==> src/rtl/phase_edge_lock_pkg.sv <==
package phase_edge_lock_pkg;
  // speed threshold: fg period * NUM < ref period * DEN means > 95 % speed
  localparam int unsigned SPD_NUM = 19;
  localparam int unsigned SPD_DEN = 20;
  localparam int unsigned SPD_EXT = 5;  // extra product bits for 19/20
endpackage

==> src/rtl/phase_edge_lock_edge.sv <==
module phase_edge_lock_edge #(
  parameter int unsigned STAGES = 2
) (
  input  logic clk,
  input  logic rst,
  input  logic din,
  output logic rise
);
  logic [STAGES:0] sh;

  always_ff @(posedge clk) begin
    if (rst) sh <= '0;
    else     sh <= {sh[STAGES-1:0], din};
  end

  assign rise = sh[STAGES-1] & ~sh[STAGES];
endmodule

==> src/rtl/phase_edge_lock_pfd.sv <==
module phase_edge_lock_pfd #(
  parameter int unsigned WIN_TICKS = 4,
  parameter int unsigned LOCK_N    = 4
) (
  input  logic clk,
  input  logic rst,
  input  logic run,
  input  logic ref_rise,
  input  logic fg_rise,
  output logic up,
  output logic dn,
  output logic raw_lock
);
  localparam int unsigned WW   = $clog2(WIN_TICKS + 2);
  localparam int unsigned GW   = $clog2(LOCK_N + 1);
  localparam logic [WW-1:0] WMAX = WW'(WIN_TICKS + 1);
  localparam logic [WW-1:0] WLIM = WW'(WIN_TICKS);
  localparam logic [GW-1:0] GMAX = GW'(LOCK_N);

  logic [WW-1:0] width;
  logic [GW-1:0] good;
  logic nu, nd, close, too_wide;

  always_comb begin
    nu       = up | ref_rise;
    nd       = dn | fg_rise;
    close    = nu & nd;
    too_wide = width > WLIM;
  end

  always_ff @(posedge clk) begin
    if (rst || !run) begin
      up    <= 1'b0;
      dn    <= 1'b0;
      width <= '0;
      good  <= '0;
    end else if (close) begin
      up    <= 1'b0;
      dn    <= 1'b0;
      width <= '0;
      if (width <= WLIM) good <= (good == GMAX) ? good : good + 1'b1;
      else               good <= '0;
    end else begin
      up <= nu;
      dn <= nd;
      if ((nu | nd) && width != WMAX) width <= width + 1'b1;
      if (too_wide) good <= '0;
    end
  end

  assign raw_lock = (good == GMAX);
endmodule

==> src/rtl/phase_edge_lock_mask.sv <==
module phase_edge_lock_mask #(
  parameter int unsigned MASK_W = 16
) (
  input  logic              clk,
  input  logic              rst,
  input  logic              run,
  input  logic              raw_lock,
  input  logic [MASK_W-1:0] mask_cycles,
  output logic              lock
);
  localparam logic [MASK_W-1:0] MMAX = '1;
  logic [MASK_W-1:0] mcnt;

  always_ff @(posedge clk) begin
    if (rst || !run) begin
      mcnt <= '0;
      lock <= 1'b0;
    end else begin
      if (!raw_lock)         mcnt <= '0;
      else if (mcnt != MMAX) mcnt <= mcnt + 1'b1;
      lock <= raw_lock && (mcnt >= mask_cycles);
    end
  end
endmodule

==> src/rtl/phase_edge_lock_speed.sv <==
module phase_edge_lock_speed
  import phase_edge_lock_pkg::*;
#(
  parameter int unsigned CNT_W = 16
) (
  input  logic clk,
  input  logic rst,
  input  logic run,
  input  logic ref_rise,
  input  logic fg_rise,
  output logic near_speed
);
  localparam int unsigned PW = CNT_W + SPD_EXT;
  localparam logic [CNT_W-1:0] CMAX = '1;

  logic [CNT_W-1:0] r_cnt, r_per, f_cnt;
  logic r_seen, f_seen;
  logic [PW-1:0] lhs, rhs;

  always_comb begin
    lhs = PW'(f_cnt) * PW'(SPD_NUM);
    rhs = PW'(r_per) * PW'(SPD_DEN);
  end

  always_ff @(posedge clk) begin
    if (rst || !run) begin
      r_cnt <= '0; r_per <= '0; r_seen <= 1'b0;
      f_cnt <= '0; f_seen <= 1'b0; near_speed <= 1'b0;
    end else begin
      if (ref_rise) begin
        r_cnt  <= CNT_W'(1);
        r_seen <= 1'b1;
        if (r_seen) r_per <= r_cnt;
      end else if (r_cnt != CMAX) begin
        r_cnt <= r_cnt + 1'b1;
      end
      if (fg_rise) begin
        f_cnt  <= CNT_W'(1);
        f_seen <= 1'b1;
        if (f_seen) near_speed <= (lhs < rhs);
      end else if (f_cnt != CMAX) begin
        f_cnt <= f_cnt + 1'b1;
      end else begin
        near_speed <= 1'b0;
      end
    end
  end
endmodule

==> src/rtl/phase_edge_lock.sv <==
module phase_edge_lock #(
  parameter int unsigned WIN_TICKS = 4,
  parameter int unsigned LOCK_N    = 4,
  parameter int unsigned CNT_W     = 16,
  parameter int unsigned MASK_W    = 16,
  parameter int unsigned SYNC_N    = 2
) (
  input  logic              clk,
  input  logic              rst,
  input  logic              run,
  input  logic              clk_ref,
  input  logic              fg,
  input  logic [MASK_W-1:0] mask_cycles,
  output logic              pd_up,
  output logic              pd_dn,
  output logic              lock,
  output logic              near_speed
);
  localparam int unsigned NIN = 2;
  logic [NIN-1:0] pins, rises;
  logic ref_rise, fg_rise, raw_lock;

  assign pins = {fg, clk_ref};

  for (genvar g = 0; g < NIN; g++) begin : g_edge
    phase_edge_lock_edge #(.STAGES(SYNC_N)) u_edge (
      .clk(clk), .rst(rst), .din(pins[g]), .rise(rises[g])
    );
  end

  assign ref_rise = rises[0];
  assign fg_rise  = rises[1];

  phase_edge_lock_pfd #(.WIN_TICKS(WIN_TICKS), .LOCK_N(LOCK_N)) u_pfd (
    .clk(clk), .rst(rst), .run(run), .ref_rise(ref_rise), .fg_rise(fg_rise),
    .up(pd_up), .dn(pd_dn), .raw_lock(raw_lock)
  );

  phase_edge_lock_mask #(.MASK_W(MASK_W)) u_mask (
    .clk(clk), .rst(rst), .run(run), .raw_lock(raw_lock),
    .mask_cycles(mask_cycles), .lock(lock)
  );

  phase_edge_lock_speed #(.CNT_W(CNT_W)) u_speed (
    .clk(clk), .rst(rst), .run(run), .ref_rise(ref_rise), .fg_rise(fg_rise),
    .near_speed(near_speed)
  );
endmodule

==> config.mk <==
export PLATFORM = sky130hd
export DESIGN_NAME = phase_edge_lock
export DESIGN_NICKNAME = d
export VERILOG_FILES = /design/src/rtl/phase_edge_lock_pkg.sv /design/src/rtl/phase_edge_lock_edge.sv /design/src/rtl/phase_edge_lock_pfd.sv /design/src/rtl/phase_edge_lock_mask.sv /design/src/rtl/phase_edge_lock_speed.sv /design/src/rtl/phase_edge_lock.sv
export SDC_FILE = /design/constraint.sdc
export NUM_CORES = 1
export LEC_CHECK = 0
export ABC_AREA = 1
export BUFFER_PORTS_ARGS = -buffer_cell sky130_fd_sc_hd__buf_2
export CAP_MARGIN = 20
export CORE_UTILIZATION = 62
export DETAILED_ROUTE_END_ITERATION = 8
export PLACE_DENSITY = 0.92
export SLEW_MARGIN = 20
export SYNTH_ARGS = -nofsm -noshare
export SYNTH_HDL_FRONTEND = slang
export SYNTH_HIERARCHICAL = 1
export SYNTH_SLANG_ARGS = --single-unit
==> constraint.sdc <==
create_clock -name clk -period 3.62 [get_ports clk]
set_clock_uncertainty 0.05 [all_clocks]
set_input_delay 0.181 -clock clk [delete_from_list [all_inputs] [get_ports clk]]
set_output_delay 0.181 -clock clk [all_outputs]
set_load 0.02 [all_outputs]
==> impl_metrics.toml <==
[status]
status = "complete, no violations"

[die]
rows = 39
io_pins = 25
die_h_um = 111
die-area_um2 = 12200
die_width_um = 111
core_um2 = 11500
start_util_pct = 63.7

[sta]
maxSlewHeadroom_pct = 55.4
period_needed_ns = 3.35
setup_viol = 0
worstMarginPinSlew_ns = 0.667
setup_tns_ns = 0
slew_viol_final = 0
hold_viol_final = 0
fin_crit_sh_pct = 92.6
setup_ws_ns = 0.268
max_freq_mhz = 298
rsz0062_at_grt = "no"

[worst_setup_path]
cp_num_buf_inv = 4
critPathMaxFanout = 5
critPathArrivalTime_ns = 3.53
crit_type = "reg -> reg"
worstPathRequired_ns = 3.80
cpPeakStageDelay_ns = 0.51
worstSetupEndpointType = "register"
critPathSlowestCell = "fa_1"
path_delay_family = "adder cells"
start_kind = "register"
worst_path_most_repeated_cell = "nand2_1"
crit_chain = "ha_1 > inv_1 > fa_1 > inv_1 > ha_1 > nand2_2 > inv_1 > a21oi_1 > nand3_2 > nand3_1 > nand2_1 > nand2_1 > nand2_1 > ha_1 > nand2_1 > inv_1 > o21ai_0 > a21oi_1 > nor2_1 > nand2_1 > a21oi_1"

[logic_synthesis]
avgSynthCellArea_um2 = 6.64
ys_seq_area_share_pct = 22.5
synthesis.area_um2 = 7300
syn_inst = 1100
synth_cell_types = 36
synth_warnings = 6
syn_nets = 1239
ys_seq_elements = 82

[power_and_ir_drop]
leakagePower_nw = 4.27
irDropWorstVdd_mv = 0.398
power_density_nw_per_um2 = 254

[clock_network]
cts_tree = "built"
clock_latency_ns = 0.35
cts_buffers = 9
clockRootBuffer = "clkbuf_16"
clkTransAtPathRegs_ns = 0.07
clockBufferDepth = 2
cts_htree_levels = 3
clock_sinks = 82

[job]
max_cap_violations = 0

[final_layout]
regArea_um2 = 1650
fillers = 932
drive_above_1_share_pct = 8.60
layout_common_cells = "nand2_1 (255), inv_1 (223), ha_1 (103)"
syn2layout_area_growth_pct = 9.17
antenna_cells = 0
multi_input_area_um2 = 4770
mostFrequentLayoutCell = "nand2_1"
stdcell_area_um2 = 7970
nets = 1273

[global_routing]
grt_pass1_wl_mm = 27.8
grt.total_usage_pct = 27.2
globalRouteOverflowTotal = 0
antenna_found_initial = 0
grt_max_degree = 27
grt_pass1_vias = 6514

[place]
dpl_cell_area_um2 = 7580
dp_hpwl_mm = 12.6
port_buffers = 24
gp_congestion = 0.926
dp_slack_ns = 0.236

[hold_path]
hold_path_class = "in -> reg"

[detailed_routing]
drt_iter0_markers = 438
viasPerCell = 5.40
drt_wl_total_mm = 16.1
drcViolationCount = 0
wl_per_cell_um = 12.6
dr.pass1.iters = 5
via_count = 6925
ant_nets = 0
==> what timing repair did <==
item	in CTS	in global routing
resized for setup	0	12
setup endpoints to repair	0	1
setup buffers	0	1
endpoints found under the hold margin	2	0
hold buffers	2	0
==> where the power goes <==
| part | switching (W) | total [W] | internal (W) |
|---|---|---|---|
| sequential | 0.00000606 | 0.000915 | 0.000909 |
| combinational | 0.0000564 | 0.0000915 | 0.0000351 |
| clock | 0.000401 | 0.00102 | 0.000616 |
==> state kept, by name, indices dropped and copies added, names as in the netlist, 3 cells and up <==
name	cells
u_mask/mcnt	16
u_speed/f_cnt	16
u_speed/r_cnt	16
u_speed/r_per	16
g_edge.u_edge/sh	6
u_pfd/good	3
u_pfd/width	3
==> through the flow <==
stage	cells	hold WS [ns]	total power, W	util (%)
2_1_floorplan	1100	0.202	0.000994	-
3_3_place_gp	1263	0.335	0.00102	66.1
3_5_place_dp	1263	0.341	0.00102	66.1
4_1_cts	1281	0.0753	0.00204	69.2
5_1_grt	1282	0.104	0.00209	69.5
6_report	1282	0.0888	0.00202	69.5
==> path summary, 6_finish.rpt <==
check | start | endpoint | slack, ns | cells after the start
worst max-delay path | u_speed/f_cnt[6]$_SDFFE_PP0N_ | u_speed/near_speed$_SDFFE_PP0P_ | 0.27 | 21
worst min-delay path | rst | g_edge[0].u_edge/sh[2]$_SDFF_PP0_ | 0.09 | 2
worst min register to register | g_edge[1].u_edge/sh[0]$_SDFF_PP0_ | g_edge[1].u_edge/sh[1]$_SDFF_PP0_ | 0.36 | 2
worst max register to register | u_speed/f_cnt[6]$_SDFFE_PP0N_ | u_speed/near_speed$_SDFFE_PP0P_ | 0.27 | 21
==> logic make-up after synthesis <==
group,Yosys count,share of synthesized area (%)
simple gates,492,29.9
buf+inv,240,12.5
compound gates,145,10.8
fa+ha+maj,118,21.6
flops,82,22.5
xor+xnor,23,2.76
==> layout make-up <==
cell class                 instances  share of cell area [%]
multi-input combinational        778                    59.9
sequential                        82                    20.6
inverter                         234                    11.0
clock buffer                       9                    2.83
tap                              143                    2.24
timing repair buffer              29                    2.04
clock inverter                     7                    1.32
==> layer usage <==
metal	share of wire, %	GRT usage, %	vias up
met1	45	33.5	3116
met2	49	47.5	205
met3	5.1	5.21	24
met4	1.8	8.80	0
li1	-	-	3580
met5	0	0	-
==> worst reg2reg max path, cell delays in order (launching register included) <==
cell and delay (ns):
dfxtp_1 0.37, ha_1 0.31, inv_1 0.05, fa_1 0.51, inv_1 0.05, ha_1 0.36
nand2_2 0.11, inv_1 0.05, a21oi_1 0.17, nand3_2 0.15, nand3_1 0.12, nand2_1 0.06
nand2_1 0.05, nand2_1 0.06, ha_1 0.28, nand2_1 0.05, inv_1 0.06, o21ai_0 0.07
a21oi_1 0.15, nor2_1 0.06, nand2_1 0.06, a21oi_1 0.05
==> synth_stat cells, drive strengths merged <==
library cell / n / area share (%)
a21boi: 2 / 0.26
a21o: 5 / 0.51
a21oi: 66 / 4.5
a31oi: 17 / 1.5
and2: 1 / 0.086
buf: 5 / 0.43
clkbuf: 1 / 0.051
clkinv: 1 / 0.051
dfxtp: 82 / 22
fa: 13 / 3.6
ha: 105 / 18
inv: 233 / 12
nand2: 266 / 14
nand3: 82 / 5.7
nand3b: 2 / 0.21
nand4: 18 / 1.6
nor2: 103 / 6.5
nor3: 16 / 1.4
o211ai: 3 / 0.31
o21ai: 48 / 3.3
o21bai: 4 / 0.41
or2: 4 / 0.34
xnor2: 8 / 0.96
xor2: 15 / 1.8
(Power assumes the default switching activity.)
